===== config.mk =====
export PLATFORM = sky130hd
export DESIGN_NAME = switch_chaser
export DESIGN_NICKNAME = d
export VERILOG_FILES = /design/src/rtl/chaser_pkg.sv /design/src/rtl/chaser_prescaler.sv /design/src/rtl/chaser_rotator.sv /design/src/rtl/chaser_table.sv /design/src/rtl/switch_chaser.sv
export SDC_FILE = /design/constraint.sdc
export NUM_CORES = 1
export LEC_CHECK = 0
export ABC_AREA = 1
export BUFFER_PORTS_ARGS = -buffer_cell sky130_fd_sc_hd__buf_2
export CAP_MARGIN = 30
export CORE_UTILIZATION = 51
export CTS_CLUSTER_SIZE = 24
export DETAILED_ROUTE_END_ITERATION = 8
export GPL_TIMING_DRIVEN = 0
export PLACE_DENSITY_LB_ADDON = 0.15
export SKIP_CTS_REPAIR_TIMING = 1
export SYNTH_ARGS = -nofsm -noshare
export SYNTH_HDL_FRONTEND = slang
export SYNTH_SLANG_ARGS = --single-unit

===== constraint.sdc =====
create_clock -name clk -period 1.5 [get_ports clk]
set_clock_uncertainty 0.2 [all_clocks]
set_input_delay 0.075 -clock clk [delete_from_list [all_inputs] [get_ports clk]]
set_output_delay 0.075 -clock clk [all_outputs]
set_load 0.1 [all_outputs]

===== src/rtl/chaser_pkg.sv =====
package chaser_pkg;
  typedef enum logic {MODE_ROTATE = 1'b0, MODE_TABLE = 1'b1} light_mode_e;
  typedef enum logic {SEQ_WALK = 1'b0, SEQ_FILL = 1'b1} light_seq_e;
endpackage


===== src/rtl/chaser_prescaler.sv =====
module chaser_prescaler #(
  parameter int FAST_TICKS = 4,
  parameter int SLOW_MULT  = 4
) (
  input  logic clk,
  input  logic rst_n,
  input  logic run,
  input  logic tick_en,
  input  logic use_slow,
  output logic step
);
  localparam int SLOW_TICKS = FAST_TICKS * SLOW_MULT;
  localparam int CW = $clog2(SLOW_TICKS + 1);
  localparam logic [CW-1:0] FAST_LAST = CW'(FAST_TICKS - 1);
  localparam logic [CW-1:0] SLOW_LAST = CW'(SLOW_TICKS - 1);

  logic [CW-1:0] cnt;
  logic [CW-1:0] last;

  assign last = use_slow ? SLOW_LAST : FAST_LAST;
  assign step = run && tick_en && (cnt == last);

  always_ff @(posedge clk) begin
    if (!rst_n)       cnt <= '0;
    else if (!run)    cnt <= '0;
    else if (tick_en) cnt <= (cnt == last) ? '0 : cnt + CW'(1);
  end

  p_cnt_in_range_r3: assert property (@(posedge clk) disable iff (!rst_n)
    cnt <= last);
  p_restart_after_step_r3: assert property (@(posedge clk) disable iff (!rst_n)
    step |=> (cnt == '0));
  p_pause_clears_r2: assert property (@(posedge clk) disable iff (!rst_n)
    !run |=> (cnt == '0) && !step);
endmodule


===== src/rtl/chaser_rotator.sv =====
module chaser_rotator #(
  parameter int WIDTH = 8
) (
  input  logic             clk,
  input  logic             rst_n,
  input  logic             step,
  input  logic             go_left,
  output logic [WIDTH-1:0] pattern
);
  localparam logic [WIDTH-1:0] SEED = WIDTH'(1);

  always_ff @(posedge clk) begin
    if (!rst_n) pattern <= SEED;
    else if (step) begin
      if (go_left) pattern <= {pattern[WIDTH-2:0], pattern[WIDTH-1]};
      else         pattern <= {pattern[0], pattern[WIDTH-1:1]};
    end
  end

  p_single_bit_r5: assert property (@(posedge clk) disable iff (!rst_n)
    $countones(pattern) == 1);
  p_rot_hold_r10: assert property (@(posedge clk) disable iff (!rst_n)
    !step |=> $stable(pattern));
endmodule


===== src/rtl/chaser_table.sv =====
module chaser_table
  import chaser_pkg::*;
#(
  parameter int WIDTH = 8
) (
  input  logic             clk,
  input  logic             rst_n,
  input  logic             step,
  input  light_seq_e       seq_live,
  output logic [WIDTH-1:0] entry
);
  localparam int LEN = WIDTH + 1;
  localparam int IW = $clog2(LEN);
  localparam logic [IW-1:0] LAST = IW'(WIDTH);

  logic [IW-1:0]    idx;
  light_seq_e       seq_q;
  light_seq_e       seq_now;
  logic [WIDTH-1:0] walk_v;
  logic [WIDTH-1:0] fill_v;

  assign seq_now = (idx == '0) ? seq_live : seq_q;

  always_comb begin
    walk_v = '0;
    fill_v = '0;
    for (int k = 0; k < WIDTH; k++) begin
      walk_v[k] = (idx == IW'(k));
      fill_v[k] = (idx >= IW'(k)) && (idx != LAST);
    end
  end

  assign entry = (seq_now == SEQ_FILL) ? fill_v : walk_v;

  always_ff @(posedge clk) begin
    if (!rst_n) begin
      idx   <= '0;
      seq_q <= SEQ_WALK;
    end else if (step) begin
      if (idx == '0) seq_q <= seq_live;
      idx <= (idx == LAST) ? '0 : idx + IW'(1);
    end
  end

  p_idx_bound_r8: assert property (@(posedge clk) disable iff (!rst_n)
    idx <= LAST);
  p_blank_at_end_r9: assert property (@(posedge clk) disable iff (!rst_n)
    (entry == '0) |-> (idx == LAST));
  p_pass_restart_r9: assert property (@(posedge clk) disable iff (!rst_n)
    (step && (idx == LAST)) |=> (idx == '0));
  p_seq_locked_r9: assert property (@(posedge clk) disable iff (!rst_n)
    (idx != '0) |=> $stable(seq_q));
endmodule


===== src/rtl/switch_chaser.sv =====
module switch_chaser
  import chaser_pkg::*;
#(
  parameter int WIDTH      = 8,
  parameter int FAST_TICKS = 4,
  parameter int SLOW_MULT  = 4
) (
  input  logic             clk,
  input  logic             rst_n,
  input  logic             tick_en,
  input  logic             mode_sel,
  input  logic [WIDTH-1:0] sw_in,
  output logic [WIDTH-1:0] led_out
);
  localparam int RUN_BIT = WIDTH - 1;
  localparam int DIR_BIT = WIDTH - 2;
  localparam int SPD_BIT = 0;

  light_mode_e      mode_q;
  logic             fast_q;
  logic             step;
  logic             rot_step;
  logic             tbl_step;
  logic [WIDTH-1:0] rot_pat;
  logic [WIDTH-1:0] tbl_entry;
  logic             sw_unused;

  assign sw_unused = ^sw_in[DIR_BIT-1:SPD_BIT+1];
  assign rot_step  = step && (mode_q == MODE_ROTATE);
  assign tbl_step  = step && (mode_q == MODE_TABLE);

  chaser_prescaler #(.FAST_TICKS(FAST_TICKS), .SLOW_MULT(SLOW_MULT)) u_prescaler (
    .clk      (clk),
    .rst_n    (rst_n),
    .run      (sw_in[RUN_BIT]),
    .tick_en  (tick_en),
    .use_slow ((mode_q == MODE_ROTATE) && !fast_q),
    .step     (step)
  );

  chaser_rotator #(.WIDTH(WIDTH)) u_rotator (
    .clk     (clk),
    .rst_n   (rst_n),
    .step    (rot_step),
    .go_left (sw_in[DIR_BIT]),
    .pattern (rot_pat)
  );

  chaser_table #(.WIDTH(WIDTH)) u_table (
    .clk      (clk),
    .rst_n    (rst_n),
    .step     (tbl_step),
    .seq_live (light_seq_e'(sw_in[SPD_BIT])),
    .entry    (tbl_entry)
  );

  always_ff @(posedge clk) begin
    if (!rst_n) begin
      mode_q  <= MODE_ROTATE;
      fast_q  <= 1'b1;
      led_out <= '0;
    end else begin
      if (!sw_in[RUN_BIT] || step) begin
        mode_q <= light_mode_e'(mode_sel);
        fast_q <= sw_in[SPD_BIT];
      end
      if (step) led_out <= (mode_q == MODE_TABLE) ? tbl_entry : rot_pat;
    end
  end

  p_led_hold_r10: assert property (@(posedge clk) disable iff (!rst_n)
    !step |=> $stable(led_out));
  p_paused_no_step_r2: assert property (@(posedge clk) disable iff (!rst_n)
    !sw_in[RUN_BIT] |-> !step);
  p_cfg_hold_r4: assert property (@(posedge clk) disable iff (!rst_n)
    (sw_in[RUN_BIT] && !step) |=> $stable(mode_q) && $stable(fast_q));
  p_step_needs_tick_r3: assert property (@(posedge clk) disable iff (!rst_n)
    !tick_en |=> $stable(led_out));
endmodule


### Word-level counts from Yosys, hierarchy flattened

Cells that the tools add are included.

* word-level logic and storage cells: 53
* memories: 0
* input port bits: 12
* bits in read-only memories: 0
* output and inout bits: 8
* latch bits: 0
* memory bits (writable): 0
* flip-flop bits (word level): 28

* add/subtract/negate cells: 2
* shift-type cells: 0
* muxes and demuxes: 7
* bitwise gates (word level): 1
* equality and inequality tests: 10
* reductions and logical operators: 18
* $mul: 0
* divide/modulo/power cells: 0
* magnitude comparators: 8

Operators by type and width (number)
* $mux W8: 3
* $eq A4 B3 Y1 const B: 4
* $ge A4 B3 Y1 const B: 4
* $logic_and A1 B1 Y1: 13
* $eq A4 B2 Y1 const B: 2
* $ge A4 B1 Y1 const B: 2
* $ge A4 B2 Y1 const B: 2
* $mux W4: 2
* $add A5 B1 Y5 const B: 1
* $eq A5 B5 Y1: 1
* $mux W5: 1
* $add A4 B1 Y4 const B: 1
* $eq A4 B1 Y1 const B: 1
* $eq A4 B4 Y1 const B: 1
* $logic_not A4 Y1: 1
* $ne A4 B4 Y1 const B: 1
* $logic_not A1 Y1: 2
* $reduce_and A2 Y1: 1
* $logic_or A1 B1 Y1: 1
* $mux W1: 1
* $not A1 Y1: 1

### Longest topological paths before layout

* depth in word-level cells: 6
* depth in mapped cells: 11
* depth with buffers taken out: 11

### Modules after synthesis

Synthesis repeated with hierarchy kept, for this count alone.

* cell total of the unflattened synthesis: 271
* area total of the unflattened synthesis: 1767.9 um^2

By module, submodules not included
* chaser_table: times used 1, seq. area each 100.1 um^2, area each 523.0 um^2, cells an instance 80
* switch_chaser: times used 1, seq. area each 200.2 um^2, area each 505.5 um^2, cells an instance 76
* chaser_rotator: times used 1, seq. area each 160.2 um^2, area each 444.2 um^2, cells an instance 70
* chaser_prescaler: times used 1, seq. area each 100.1 um^2, area each 295.3 um^2, cells an instance 45

### Worst setup path after synthesis

No wires, ideal clock.

* path kind: register to register
* start point: register u_table.idx[0]
* end point: register led_out[0]
* arrival: 1349 ps
* slack: -159 ps
* required time: 1190 ps
* path buffers: 0
* stages on the path, launching flop included: 11
* library setup time: 110 ps
* clock period less this slack: 1659 ps
* cells stage by stage: dfxtp_1 inv_1 ha_1 nand3_1 nand2_1 nand2_1 nand2_1 nand2_1 nand3_1 nand2_1 inv_1

* longest elaborated chain between the ends: 4
* elaborated cells on any way between the ends: 7
* those cells by class: order compare (1); eq/ne (1); mux (3); reduce/logical (2)

RTL lines
* start, declared: line chaser_table.sv:16 `logic [IW-1:0] idx;`
* start signal, assigned: line chaser_table.sv:41 `idx <= (idx == LAST) ? '0 : idx + IW'(1);`
* $ge A4 B1 Y1 (tied with other cells): line chaser_table.sv:29 `fill_v[k] = (idx >= IW'(k)) && (idx != LAST);`
* $logic_and A1 B1 Y1 / $mux W1 (equally long branches)
* $mux W8 (*): line chaser_table.sv:33 `assign entry = (seq_now == SEQ_FILL) ? fill_v : walk_v;`
* $mux W8 (*): line switch_chaser.sv:67 `if (step) led_out <= (mode_q == MODE_TABLE) ? tbl_entry : rot_pat;`
* end signal, assigned: line switch_chaser.sv:67
* end, declared: line switch_chaser.sv:13 `output logic [WIDTH-1:0] led_out`

Mark *: on every way between the ends. The rest lies on a longest branch, timed or not.
A chain may end at the register's enable or synchronous reset.

### Final worst setup path

* start point: register u_prescaler.cnt[2]
* end point: register u_table.idx[3]

* longest elaborated chain between the ends: 3

RTL lines
* start, declared: line chaser_prescaler.sv:17 `logic [CW-1:0] cnt;`
* start signal, assigned: line chaser_prescaler.sv:26 `else if (tick_en) cnt <= (cnt == last) ? '0 : cnt + CW'(1);`
* $eq A5 B5 Y1: line chaser_prescaler.sv:21 `assign step = run && tick_en && (cnt == last);`
* $logic_and A1 B1 Y1: line chaser_prescaler.sv:21
* $logic_and A1 B1 Y1: line switch_chaser.sv:30 `assign tbl_step = step && (mode_q == MODE_TABLE);`

Every way passes these cells.

==> summary.md <==
| Metric | Value |
|---|---|
| R2R depth | `8` |
| Leak | `0.922 nW` |
| Initial core utilization | `56.0%` |
| Via density per instance | `5.38` |
| Largest family of logic cells by synthesized area | `simple AND/OR/NAND/NOR gates` |
| Routed Antenna Nets | `0` |
| Crit-path max cell delay | `390 ps` |
| Iteration-0 DRC Markers | `98` |
| Vias in the first global route | `1332` |
| Mean Syn Cell Area | `6.77 sq um` |
| Worst relative slew slack | `66.1%` |
| Failing checks | `negative setup slack` |
| IR drop worst, VDD | `0.343 mV` |
| Row cnt | `19` |
| Worst-path maximum fanout | `5` |
| Simple logic cell fraction of the synthesized area | `37.1%` |
| CTS tree | `done` |
| Cts bufs inserted | `3` |
| Critical Path Start Type | `register` |
| Power density cells | `566 nW/um^2` |
| Util after Layout | `73.6%` |
| WL/cell | `13.2 um` |
| RSZ-0062 raised after global routing | `true` |
| Syn Nets | `253` |
| Initial DRT Pass Iterations | `4` |
| Post-synth cell types | `26` |
| Share of cells above drive strength 1 | `31.4%` |
| PortBufs | `14` |
| Critical path arrival | `1680 ps` |
| Worst setup EP type | `register` |
| Post-synth EDFFs | `0` |
| Tightest Pin Transition | `508 ps` |
| Commonest non-fill, non-tap cells in the layout | `nand2_1 (52), inv_1 (24), nor2_1 (23)` |
| Hold Path Class | `in2reg` |
| Horiz. Die Dim | `58.0 um` |
| Die area | `between 3000 and 4000 sq um` |
| Final hold violation count | `0` |
| Comb pwr share | `between 10% and 20%` |
| Hold endpoint | `u_rotator.pattern[5]` |
| Power, Total | `1.19 mW` |
| Final routed DRC violation total | `0` |
| Area grow syn2layout | `31.3%` |
| Dpl ws | `-209 ps` |
| Tot GR Track Use | `21.6%` |
| Worst R2R Setup Slack | `-150 ps` |
| Post-Synth XOR/XNOR Area | `1.64%` |
| Max-Cap Viols | `0` |
| Synth Flop Type | `dfxtp_1` |
| Initial antenna violation count | `0` |
| Hold Path Cell Cnt | `5` |
| Via count | `1626` |
| Pins Over Slew Limit | `0` |
| CTS root buf | `clkbuf_4` |
| H-tree depth | `1` |
| Clk network pwr share | `roughly a quarter` |
| Final GP Congestion | `0.917` |
| Drt total wl | `4000 um` |
| Max Fclk | `605 MHz` |
| Sequential share of the synthesized area | `35.1%` |
| Setup Crit Path Kind | `reg2reg` |
| R2r startpoint | `u_prescaler.cnt[2]` |
| Placeable Area | `between 2000 and 3000 sq um` |
| Synth Register Bits | `28` |
| Reg2reg end | `u_table.idx[3]` |
| Asr flop ratio synth | `0%` |
| Compound-Gate Fraction of Synth Area | `13.2%` |
| # setup viols final | `22` |
| Cell count after placement | `281` |
| Status | `finished with violations` |
| Final #Nets | `290` |
| Fillers | `226` |
| Clock Path Buffers | `2` |
| Adder-cell share of the synthesized area | `under 10%` |
| Largest net degree at the start of global routing | `15` |
| First-pass GRT wire length | `5710 um` |
| Internal power | `0.887 mW` |
| Clock transition at path regs | `150 ps` |
| Critical hold path startpoint | `sw_in[6]` |
| Final worst-path cycle share | `110%` |
| CTS sink cnt | `28` |
| Multiplexer share of the synthesized area | `1.33%` |
| NetSw | `0.301 mW` |
| Most common cell after layout, fill and taps aside | `nand2_1` |
| Final worst slack | `-152 ps` |
| Die Span Y | `58.0 um` |
| CP Cell Sequence | `nor2_1, nand2_2, nand2_4, nand3_4, nor2_4, nand3_1, nand2_1, nor2_2` |
| Mapped cell area | `about 1600 sq um` |
| Mapped Cells | `236` |
| Switching part of the total power | `25.3%` |
| Diodes inserted | `0` |
| Dpl hpwl | `2580 um` |
| Boundary Pins | `20` |
| Number of warnings issued by yosys | `0` |
| Skew-Pair Late Insertion Delay | `320 ps` |
| Slowest CP cell | `dfxtp_4` |
| Sequential power share | `63.2%` |
| Final min period | `~1700 ps` |
| Gr ovfl total | `0` |
| CP required | `about 1500 ps` |
| Fin cells | `302` |
[registers in the layout (all words and copies together), names as in the netlist]
name,count
u_prescaler.cnt,5
u_rotator.pattern,8
u_table.seq_q,1
fast_q,1
u_table.idx,4
led_out,8
mode_q,1
[cells by family after synthesis]
group | Yosys count
compound gates | 41
xor+xnor | 3
fa+ha+maj | 5
buf+inv | 32
flops | 28
mux | 2
simple gates | 125
[layout make-up]
class | instances | area, sq um | share of cell area [%]
Clock buffer | 3 | 22.5 | 1.07
Buffer | 3 | 18.8 | 0.894
Multi-Input combinational cell | 177 | 1080 | 51.3
Sequential cell | 28 | 588 | 28.0
Inverter | 29 | 129 | 6.14
Timing Repair Buffer | 31 | 225 | 10.7
Tap cell | 31 | 38.8 | 1.85
[worst max-delay path, delay by kind of cell, from the launching register on]
kind	cells	cell delay, ps
simple gates	8	970
flops	1	390
[worst max path at each step]
stage                       start              to  slack, ps  cells past startpoint
2_1_floorplan  u_prescaler.cnt[2]  u_table.idx[3]          2                      9
3_3_place_gp       u_table.idx[0]      led_out[2]       -190                      9
3_5_place_dp   u_prescaler.cnt[2]  u_table.idx[2]       -210                      7
4_1_cts        u_prescaler.cnt[2]  u_table.idx[2]       -230                      7
5_1_grt                    mode_q      led_out[7]       -240                     10
6_report       u_prescaler.cnt[2]  u_table.idx[3]       -150                      8
[per-stage QoR]
step	instance area (sq um)	hold slack [ps]	TNS, ps
after CTS	1770	-221	-4100
after global placement	1750	112	-2810
after global routing	2100	34.1	-4190
final	2100	18.9	-1850
after detailed placement	1750	128	-3460
after floorplan	1640	-13.3	0
[metal layers]
metal / GRT usage (%) / up-vias / share of wire (%)
li1: - / 833 / -
met1: 29.3 / 757 / 46
met2: 35.1 / 28 / 49
met3: 3.35 / 8 / 2.6
met4: 7.14 / 0 / 1.9
met5: 0 / - / 0
[cells in the mapped netlist, drive strengths merged, types with 5 or more instances]
library cell | number | area share [%]
nor2 | 31 | 9.6
o21ai | 23 | 7.2
ha | 5 | 3.9
inv | 29 | 7.0
nand2 | 65 | 16
a21oi | 16 | 5.0
nand3 | 24 | 8.3
dfxtp | 28 | 35
[power by group through the flow]
stage | combinational (mW) | clock, mW | sequential [mW]
4_1_cts | 0.0904 | 0.320 | 0.757
2_1_floorplan | 0.0619 | 0 | 0.772
5_1_grt | 0.144 | 0.357 | 0.752
3_3_place_gp | 0.0892 | 0 | 0.773
6_report | 0.132 | 0.306 | 0.751
3_5_place_dp | 0.0900 | 0 | 0.773
Note: power is estimated with default switching activity, not from simulation.
